<file path="src/rtl/sirq_pkg.sv">
package sirq_pkg;

    // Clocks per data frame and the offset of the sample clock within the frame index grid.
    localparam int unsigned FRAME_CLKS = 3;
    localparam int unsigned SAMPLE_OFS = 2;

    typedef enum logic [2:0] {
        ST_IDLE,
        ST_START,
        ST_FRAMES,
        ST_STOP,
        ST_STOP_TA
    } seq_state_e;

    typedef enum logic {
        MODE_QUIET = 1'b0,
        MODE_CONT  = 1'b1
    } bus_mode_e;

    // Sampling event handed from the sequencer to the capture stage.
    typedef struct packed {
        logic fire;   // sample the wire this clock
        logic close;  // last frame clock: publish the vector
    } samp_evt_t;

    // Clock (counted from the release clock as 1) where frame index idx is sampled.
    function automatic int unsigned frame_sample_tick(int unsigned idx);
        return FRAME_CLKS * idx + SAMPLE_OFS;
    endfunction

    // Stop frame low width that announces the given mode.
    function automatic logic [1:0] stop_clocks(bus_mode_e m);
        return (m == MODE_CONT) ? 2'd3 : 2'd2;
    endfunction

endpackage

</file>
<file path="src/rtl/sirq_seq.sv">
module sirq_seq
    import sirq_pkg::*;
#(
    parameter int unsigned NUM_FRAMES = 32,
    parameter int unsigned START_LEN  = 4,
    parameter int unsigned IDX_W      = $clog2(NUM_FRAMES)
) (
    input  logic             clk,
    input  logic             rst,
    input  logic             line_i,
    input  logic             cont_req_i,
    output logic             oe_o,
    output samp_evt_t        evt_o,
    output logic [IDX_W-1:0] idx_o
);

    localparam int unsigned LAST_TICK = FRAME_CLKS * NUM_FRAMES + 1;
    localparam int unsigned TICK_W    = $clog2(LAST_TICK + 1);
    localparam int unsigned CNT_W     = (START_LEN > 4) ? $clog2(START_LEN) : 2;

    seq_state_e         state_q;
    bus_mode_e          mode_q;
    logic [CNT_W-1:0]   cnt_q;
    logic [TICK_W-1:0]  tick_q;
    logic [IDX_W-1:0]   fidx_q;
    logic               oe_q;
    logic               in_frames;
    logic               last_tick;

    assign in_frames  = (state_q == ST_FRAMES);
    assign last_tick  = in_frames && (tick_q == TICK_W'(LAST_TICK));
    assign evt_o.fire = in_frames &&
                        (32'(tick_q) == frame_sample_tick(32'(fidx_q)));
    assign evt_o.close = last_tick;
    assign idx_o      = fidx_q;
    assign oe_o       = oe_q;

    always_ff @(posedge clk) begin
        if (rst) begin
            state_q <= ST_IDLE;
            mode_q  <= MODE_CONT;
            cnt_q   <= '0;
            tick_q  <= '0;
            fidx_q  <= '0;
            oe_q    <= 1'b0;
        end else begin
            case (state_q)
                ST_IDLE: begin
                    if (mode_q == MODE_CONT) begin
                        state_q <= ST_START;
                        cnt_q   <= '0;
                        oe_q    <= 1'b1;
                    end else if (!line_i) begin
                        // A peripheral supplied the first Start clock.
                        state_q <= ST_START;
                        cnt_q   <= CNT_W'(1);
                        oe_q    <= 1'b1;
                    end
                end
                ST_START: begin
                    if (cnt_q == CNT_W'(START_LEN - 1)) begin
                        state_q <= ST_FRAMES;
                        tick_q  <= TICK_W'(1);
                        fidx_q  <= '0;
                        oe_q    <= 1'b0;
                    end else begin
                        cnt_q <= cnt_q + 1'b1;
                    end
                end
                ST_FRAMES: begin
                    if (evt_o.fire) begin
                        fidx_q <= fidx_q + 1'b1;
                    end
                    if (last_tick) begin
                        state_q <= ST_STOP;
                        cnt_q   <= '0;
                        mode_q  <= cont_req_i ? MODE_CONT : MODE_QUIET;
                        oe_q    <= 1'b1;
                    end else begin
                        tick_q <= tick_q + 1'b1;
                    end
                end
                ST_STOP: begin
                    if (cnt_q == CNT_W'(stop_clocks(mode_q) - 2'd1)) begin
                        state_q <= ST_STOP_TA;
                        oe_q    <= 1'b0;
                    end else begin
                        cnt_q <= cnt_q + 1'b1;
                    end
                end
                ST_STOP_TA: begin
                    state_q <= ST_IDLE;
                end
                default: begin
                    state_q <= ST_IDLE;
                    oe_q    <= 1'b0;
                end
            endcase
        end
    end

    // the wire is never pulled while data frames run.
    assert_no_drive_frames_R10: assert property (@(posedge clk) disable iff (rst)
        in_frames |-> !oe_q);

    // a Continuous-mode idle clock is always followed by a Start clock.
    assert_cont_restart_R7: assert property (@(posedge clk) disable iff (rst)
        (state_q == ST_IDLE && mode_q == MODE_CONT) |=> (state_q == ST_START && oe_q));

    // in Quiet mode an idle, high wire keeps the host idle and released.
    assert_quiet_wait_R8: assert property (@(posedge clk) disable iff (rst)
        (state_q == ST_IDLE && mode_q == MODE_QUIET && line_i) |=> (state_q == ST_IDLE && !oe_q));

    // the Stop frame begins right after the last frame clock.
    assert_stop_follows_R6: assert property (@(posedge clk) disable iff (rst)
        last_tick |=> (state_q == ST_STOP && oe_q));

endmodule

</file>
<file path="src/rtl/sirq_capture.sv">
module sirq_capture
    import sirq_pkg::*;
#(
    parameter int unsigned NUM_FRAMES = 32,
    parameter int unsigned IDX_W      = $clog2(NUM_FRAMES)
) (
    input  logic                  clk,
    input  logic                  rst,
    input  logic                  line_i,
    input  samp_evt_t             evt_i,
    input  logic [IDX_W-1:0]      idx_i,
    output logic [NUM_FRAMES-1:0] vec_o,
    output logic                  valid_o
);

    logic [NUM_FRAMES-1:0] shadow_q;

    always_ff @(posedge clk) begin
        if (rst) begin
            shadow_q <= '0;
            vec_o    <= '0;
            valid_o  <= 1'b0;
        end else begin
            if (evt_i.fire) begin
                shadow_q[idx_i] <= ~line_i;
            end
            valid_o <= evt_i.close;
            if (evt_i.close) begin
                vec_o <= shadow_q;
            end
        end
    end

    // the strobe lasts a single clock.
    assert_valid_pulse_R5: assert property (@(posedge clk) disable iff (rst)
        valid_o |=> !valid_o);

    // the published vector only moves together with the strobe.
    assert_vec_hold_R5: assert property (@(posedge clk) disable iff (rst)
        !valid_o |-> $stable(vec_o));

    // sample clocks are never adjacent.
    assert_sample_spacing_R3: assert property (@(posedge clk) disable iff (rst)
        evt_i.fire |=> !evt_i.fire);

endmodule

</file>
<file path="src/rtl/sirq_host.sv">
module sirq_host
    import sirq_pkg::*;
#(
    parameter int unsigned NUM_FRAMES = 32,
    parameter int unsigned START_LEN  = 4
) (
    input  logic                  clk,
    input  logic                  rst,
    input  logic                  line_i,
    input  logic                  cont_req_i,
    output logic                  line_oe_o,
    output logic [NUM_FRAMES-1:0] irq_vec_o,
    output logic                  vec_valid_o
);

    localparam int unsigned IDX_W = $clog2(NUM_FRAMES);

    samp_evt_t        evt;
    logic [IDX_W-1:0] fidx;

    sirq_seq #(
        .NUM_FRAMES(NUM_FRAMES),
        .START_LEN (START_LEN),
        .IDX_W     (IDX_W)
    ) u_seq (
        .clk       (clk),
        .rst       (rst),
        .line_i    (line_i),
        .cont_req_i(cont_req_i),
        .oe_o      (line_oe_o),
        .evt_o     (evt),
        .idx_o     (fidx)
    );

    sirq_capture #(
        .NUM_FRAMES(NUM_FRAMES),
        .IDX_W     (IDX_W)
    ) u_cap (
        .clk    (clk),
        .rst    (rst),
        .line_i (line_i),
        .evt_i  (evt),
        .idx_i  (fidx),
        .vec_o  (irq_vec_o),
        .valid_o(vec_valid_o)
    );

    // the new vector is presented while the Stop frame pulls the wire.
    assert_valid_in_stop_R5: assert property (@(posedge clk) disable iff (rst)
        vec_valid_o |-> line_oe_o);

endmodule

</file>
<file path="config.mk">
export PLATFORM = sky130hd
export DESIGN_NAME = sirq_host
export DESIGN_NICKNAME = d
export VERILOG_FILES = /design/src/rtl/sirq_pkg.sv /design/src/rtl/sirq_seq.sv /design/src/rtl/sirq_capture.sv /design/src/rtl/sirq_host.sv
export SDC_FILE = /design/constraint.sdc
export NUM_CORES = 1
export LEC_CHECK = 0
export BUFFER_PORTS_ARGS = -buffer_cell sky130_fd_sc_hd__buf_2
export CAP_MARGIN = 20
export CORE_MARGIN = 2
export CORE_UTILIZATION = 35
export CTS_BUF_LIST = sky130_fd_sc_hd__clkbuf_4 sky130_fd_sc_hd__clkbuf_8
export DETAILED_ROUTE_END_ITERATION = 10
export PLACE_DENSITY = 0.55
export SYNTH_ARGS = -nofsm -noshare
export SYNTH_HDL_FRONTEND = slang
export SYNTH_SLANG_ARGS = --single-unit
export TNS_END_PERCENT = 10
</file>
<file path="constraint.sdc">
create_clock -name clk -period 3.8 [get_ports clk]
set_clock_uncertainty 0.2 [all_clocks]
set_input_delay 0.76 -clock clk [delete_from_list [all_inputs] [get_ports clk]]
set_output_delay 0.76 -clock clk [all_outputs]
set_load 0.05 [all_outputs]
</file>
Word level (Yosys, flattened, before mapping)
Cells that the tools add are included.

Register bits after elaboration: 84. Input bits: 4. Output and inout bits: 34.

$add $sub $neg: 5. Multipliers: 1. $lt $le $gt $ge: 2. Eq/ne operators: 16. Muxes and demuxes: 29. Bitwise logic cells: 2. Reduce and logical (&&, ||, !) cells: 12.

Operator list (count): 32-bit bitwise mux (1); 7-bit by 32-bit == test with 1-bit output (1); 3-bit 2-to-1 mux (5); 7-bit 2-to-1 mux (2); 7-bit case mux with 2 select lines (1); 3-bit case mux with 4 select lines (1); 2-bit 2-to-1 mux (5); 5-bit 2-to-1 mux (2); 2-bit != test, second input constant (5); 5-bit case mux with 2 select lines (1); 5-bit AND reduction (2); 7-bit by 2-bit adder with 8-bit output, second input constant (1); 1-bit 2-to-1 mux (8); 2-bit case mux with 4 select lines (1); 7-bit by 1-bit adder with 7-bit output, second input constant (1); 7-bit == test, second input constant (1); 2-bit by 5-bit multiplier with 7-bit output, first input constant (1); 3-bit by 2-bit == test with 1-bit output, second input constant (2); 5-bit by 6-bit less-than comparator with 1-bit output, second input constant (1); 3-bit AND reduction (2); 5-bit by 1-bit adder with 5-bit output, second input constant (1); 1-bit demux with 5-bit select (1); 5-bit by 1-bit greater-or-equal comparator with 1-bit output, second input constant (1); 1-bit case mux with 5 select lines (1); 15 further kinds (19).

Logic depth before layout (Yosys ltp)
Depth after elaboration: 6. Mapped depth: 14. Mapped depth without buffers: 11.

Hierarchy
Synthesis repeated with hierarchy kept, for this count alone.

Cell total of the unflattened synthesis: 399. Area, all modules: 3922.5 µm².

By module, submodules not included: sirq_capture (times used 1, cells each 234, area an instance 2568.7 µm², seq. area each 1301.2 µm²); sirq_seq (times used 1, cells each 165, area an instance 1353.8 µm², seq. area each 380.4 µm²).

Worst setup path after synthesis
OpenSTA, ideal clock, no wires.

Path kind: register to register. Start: register u_seq.fidx_q[0] (netlist: u_seq.idx_o[0]). End: register u_seq.fidx_q[3] (netlist: u_seq.idx_o[3]). Setup time: 142 ps. Arrival time: 2533 ps. Required time: 3458 ps. Path slack: 925 ps. Cell stages (with the launch flop): 14. Buffers on the path: 2. Clock period less this slack: 2875 ps. Cells stage by stage: dfxtp_1 inv_1 ha_1 inv_1 ha_1 inv_1 fa_1 or3b_2 a21oi_1 a311o_2 buf_2 buf_4 a32oi_1 a221oi_1.

Longest elaborated chain between the ends: 6.

Ends and longest elaborated chain: from (decl) (line sirq_seq.sv:25) `logic [IDX_W-1:0] fidx_q;`; from (signal assigned) (line sirq_seq.sv:72) `fidx_q <= fidx_q + 1'b1;`; 2-bit by 5-bit multiplier with 7-bit output (line sirq_pkg.sv:28) `return FRAME_CLKS * idx + SAMPLE_OFS;`; 7-bit by 2-bit adder with 8-bit output (line sirq_pkg.sv:28); 7-bit by 32-bit == test with 1-bit output (line sirq_seq.sv:33) `(32'(tick_q) == frame_sample_tick(32'(fidx_q)));`; 1-bit logical AND (line sirq_seq.sv:32) `assign evt_o.fire = in_frames &&`; 2-bit != test (no line); 3-bit AND reduction (no line).

Parallel ways exist; a longest one is shown, timed or not. The select of a mux whose other input is x is not followed. A chain may end at the register's enable or synchronous reset.

Worst setup path in the final report
Start: register u_seq.fidx_q[2] (netlist: u_seq.idx_o[2]). End: register u_cap.shadow_q[22].

Longest elaborated chain between the ends: 5.

Ends and longest elaborated chain: parallel branches: the longest is 5 deep, another holds 7-bit by 2-bit adder with 8-bit output; to (signal, indexed assignment) (line sirq_capture.sv:25) `shadow_q[idx_i] <= ~line_i;`; to (decl) (line sirq_capture.sv:16) `logic [NUM_FRAMES-1:0] shadow_q;`.

Parallel ways; which one is timed is not known.

==> key figures <==
Logic synthesis
  – Synth Flop Type: dfxtp_1
  – Cell taking the most area after synthesis: dfxtp_1
  – Mean Syn Cell Area: about 8.8 um^2
  – Distinct cells, synth: 49
  – Net Count, Synth: 478
  – Post-synth EDFFs: 0
  – Number of synthesized register bits: 84
  – Fraction of registers with async set/reset: 0
  – Synth area leaders: dfxtp_1 42%, nand2_1 7.3%, a41oi_1 7.2%
  – Synth warn: 0
  – Cell count after synthesis: 455
  – Mapped Area: 4020 um^2
  – Area share of the largest cell type after synthesis: 0.419
  – Post-synthesis sequential area ratio: 0.419

Floorplan
  – Die area: 12400 um^2
  – Core Region: 11300 um^2
  – Die W: between 100 and 150 um
  – Ports: 38
  – Starting density of the core: 0.355
  – Core Rows: 39
  – Die H: 111 um

Hold path
  – Worst hold start: u_cap.vec_o[14]
  – Worst min path class: reg -> reg

Power and ir drop
  – Switching pwr: 352 uW
  – Seq pwr share: 0.551
  – VDD IR-drop max: ~0.28 mV
  – P_int: 1.26 mW
  – Comb pwr share: 0.023
  – Cell area power density: 365 nW/um^2
  – Pleak: 1.55 nW
  – Clock power share: 0.426
  – Sw Share: 0.219

Drt
  – Final ANT Viol Nets: 0
  – Via Count: 3379
  – Post-route DRC: 0
  – WL final: 9780 um
  – Routed met3 length: 441 um
  – Violation count after the first detailed-route iteration: 225
  – Top sig layer: met4
  – WL/cell: 16.0 um
  – WL met2: 4650 um
  – DR pass1 iterations: 4
  – Vias per cell: between 5 and 6
  – WL met1: 4530 um

STA
  – Max Slew Vio Count: 0
  – Final setup TNS: 0 ps
  – Fmax: 288 MHz
  – Setup-failing EPs final: 0
  – WHS: 251 ps
  – Worst slew pin tran: 772 ps
  – Tmin final: between 3000 and 4000 ps
  – RSZ-0062 raised after global routing: false
  – Final Hold Viols: 0
  – Final Cycle Share: 0.915
  – Slew HR: 0.485

GRT
  – Vias in the first global route: 3349
  – Largest net degree at the start of global routing: 45
  – Total grt overflow: 0
  – Antenna violations before repair: 0
  – GRT Overall Usage: 0.163
  – Global-route wire length before repair: 16400 um

Finish
  – Synthesis-to-layout area growth: 9.81%
  – Fill cells: 1149
  – Nets: between 400 and 500
  – Ant. Diodes: 0
  – Fraction of layout cells with a size suffix above 1: 0.148

Critical path
  – Critical Path AT: 3550 ps
  – Critical path fanouts, max: 23
  – Reg2Reg Launch Point: u_seq.idx_o[2]
  – Endpoint class of the critical path: flop
  – Critical path startpoint: u_seq.idx_o[2]
  – WS Path Type: reg -> reg
  – Crit path launch type: flop
  – CP required: about 3900 ps

CTS
  – Clock Pin Slew Worst Setup and Hold Paths: 80 ps
  – Clk Latency, worst-skew pair: 370 ps
  – Post-cts sizing count: 0
  – Num CTS Buffers: 9
  – Clock Path Buffers: 2
  – Setup repair bufs after CTS: 0
  – CTS sink count: 84
  – H-tree depth: 3
  – CTS tree: built
  – CTS Hold Bufs: 0
  – Root Buffer: clkbuf_8

Placement
  – Routability Congestion: between 0.7 and 0.8
  – Port Buffer Count: 37
  – Hpwl dp: 6350 um

Job
  – Max Cap Violations: 0

Status
  – Outcome: complete, no violations
==> power by group through the flow <==
| stage | logic, mW | registers [mW] | clock network (mW) |
|---|---|---|---|
| after global routing | 0.0411 | 0.887 | 0.743 |
| final | 0.0373 | 0.886 | 0.685 |
| after global placement | 0.0359 | 0.907 | 0 |
| after CTS | 0.0374 | 0.886 | 0.709 |
| after floorplan | 0.0269 | 0.908 | 0 |
| after detailed placement | 0.0373 | 0.907 | 0 |
==> registers in the layout, indices dropped and copies added (netlist names) <==
name	flops
u_seq.tick_q	7
u_cap.valid_o	1
u_seq.cnt_q	2
u_seq.idx_o	5
u_seq.state_q	3
u_seq.mode_q	1
u_seq.oe_o	1
u_cap.shadow_q	32
u_cap.vec_o	32
==> cell type report <==
cell class | count | area [um^2] | area share
Multi-Input combinational cell | 311 | 2050 | 0.465
Sequential cell | 84 | 1680 | 0.381
Timing Repair Buffer | 44 | 238 | 0.0539
Tap cell | 143 | 179 | 0.0406
Clock buffer | 13 | 173 | 0.0391
Inverter | 12 | 45.0 | 0.0102
Clock inverter | 3 | 43.8 | 0.00993
==> through the flow <==
stage	cells	setup slack (ps)	area (um^2)	power [mW]	util
5_1_grt	610	81.6	4410	1.67	0.390
3_3_place_gp	594	494	4200	0.942	0.371
4_1_cts	610	360	4410	1.63	0.390
2_1_floorplan	455	925	4020	0.934	-
6_report	610	324	4410	1.61	0.390
3_5_place_dp	594	394	4200	0.944	0.371
==> critical path, cell delays in order (launching register included) <==
cell	delay, ps
dfxtp_1	550
ha_1	310
ha_1	210
inv_1	80
fa_1	220
or3b_2	450
a21oi_1	180
a311o_2	370
buf_4	340
a41oi_1	160
a311oi_1	290
==> routing by layer <==
layer | up-vias | GRT usage
met4 | 0 | 0.0790
met1 | 1613 | 0.207
met3 | 10 | 0.0416
met2 | 72 | 0.258
met5 | - | 0
li1 | 1684 | -
==> layout by cell type, fill, tap and decap left out, types with 3 or more instances in the layout <==
master and count:
or3b_2 3, nor3_1 4, nand2_1 78, clkbuf_8 12, a41oi_1 33, dfxtp_1 84
buf_4 7, a311oi_1 31, xnor2_1 6, nand3_1 9, a21oi_1 40, ha_1 18
xor2_1 4, a211oi_1 8, buf_2 37, inv_1 12, nor2_1 13, and3_1 5
and2_1 5, nand3b_1 3, nand2b_1 5, nand4_1 3, nor2b_1 10, o21ai_0 3
==> worst paths after layout <==
path	endpoint	slack [ps]	cells after the start
worst max-delay path	u_cap.shadow_q[22]	320	10
worst min-delay path	u_cap.vec_o[14]	250	2
worst max register to register	u_cap.shadow_q[22]	320	10
worst min register to register	u_cap.vec_o[14]	250	2
==> synth_stat cells, types with 4 or more instances <==
cell type  number
and2_1          5
a311oi_1       31
nor2_1         13
clkbuf_1       26
a211oi_1        8
and3_1          5
nor2b_1        10
xor2_1          4
ha_1           18
inv_1          12
xnor2_1         6
dfxtp_1        84
buf_2           8
nand2b_1        5
nand3_1         9
buf_1           4
a21oi_1        40
nor3_1          4
nand2_1        78
buf_4           7
a41oi_1        33
==> cell families (layout without fill, tap and decap cells) <==
family,after synthesis,after routing,synth area share
simple gates,149,149,0.179
compound gates,132,132,0.246
flops,84,84,0.419
buf+inv,60,72,0.0707
fa+ha+maj,19,19,0.0610
xor+xnor,10,10,0.0218
mux,1,1,0.00249
Note: power is estimated with default switching activity, not from simulation.
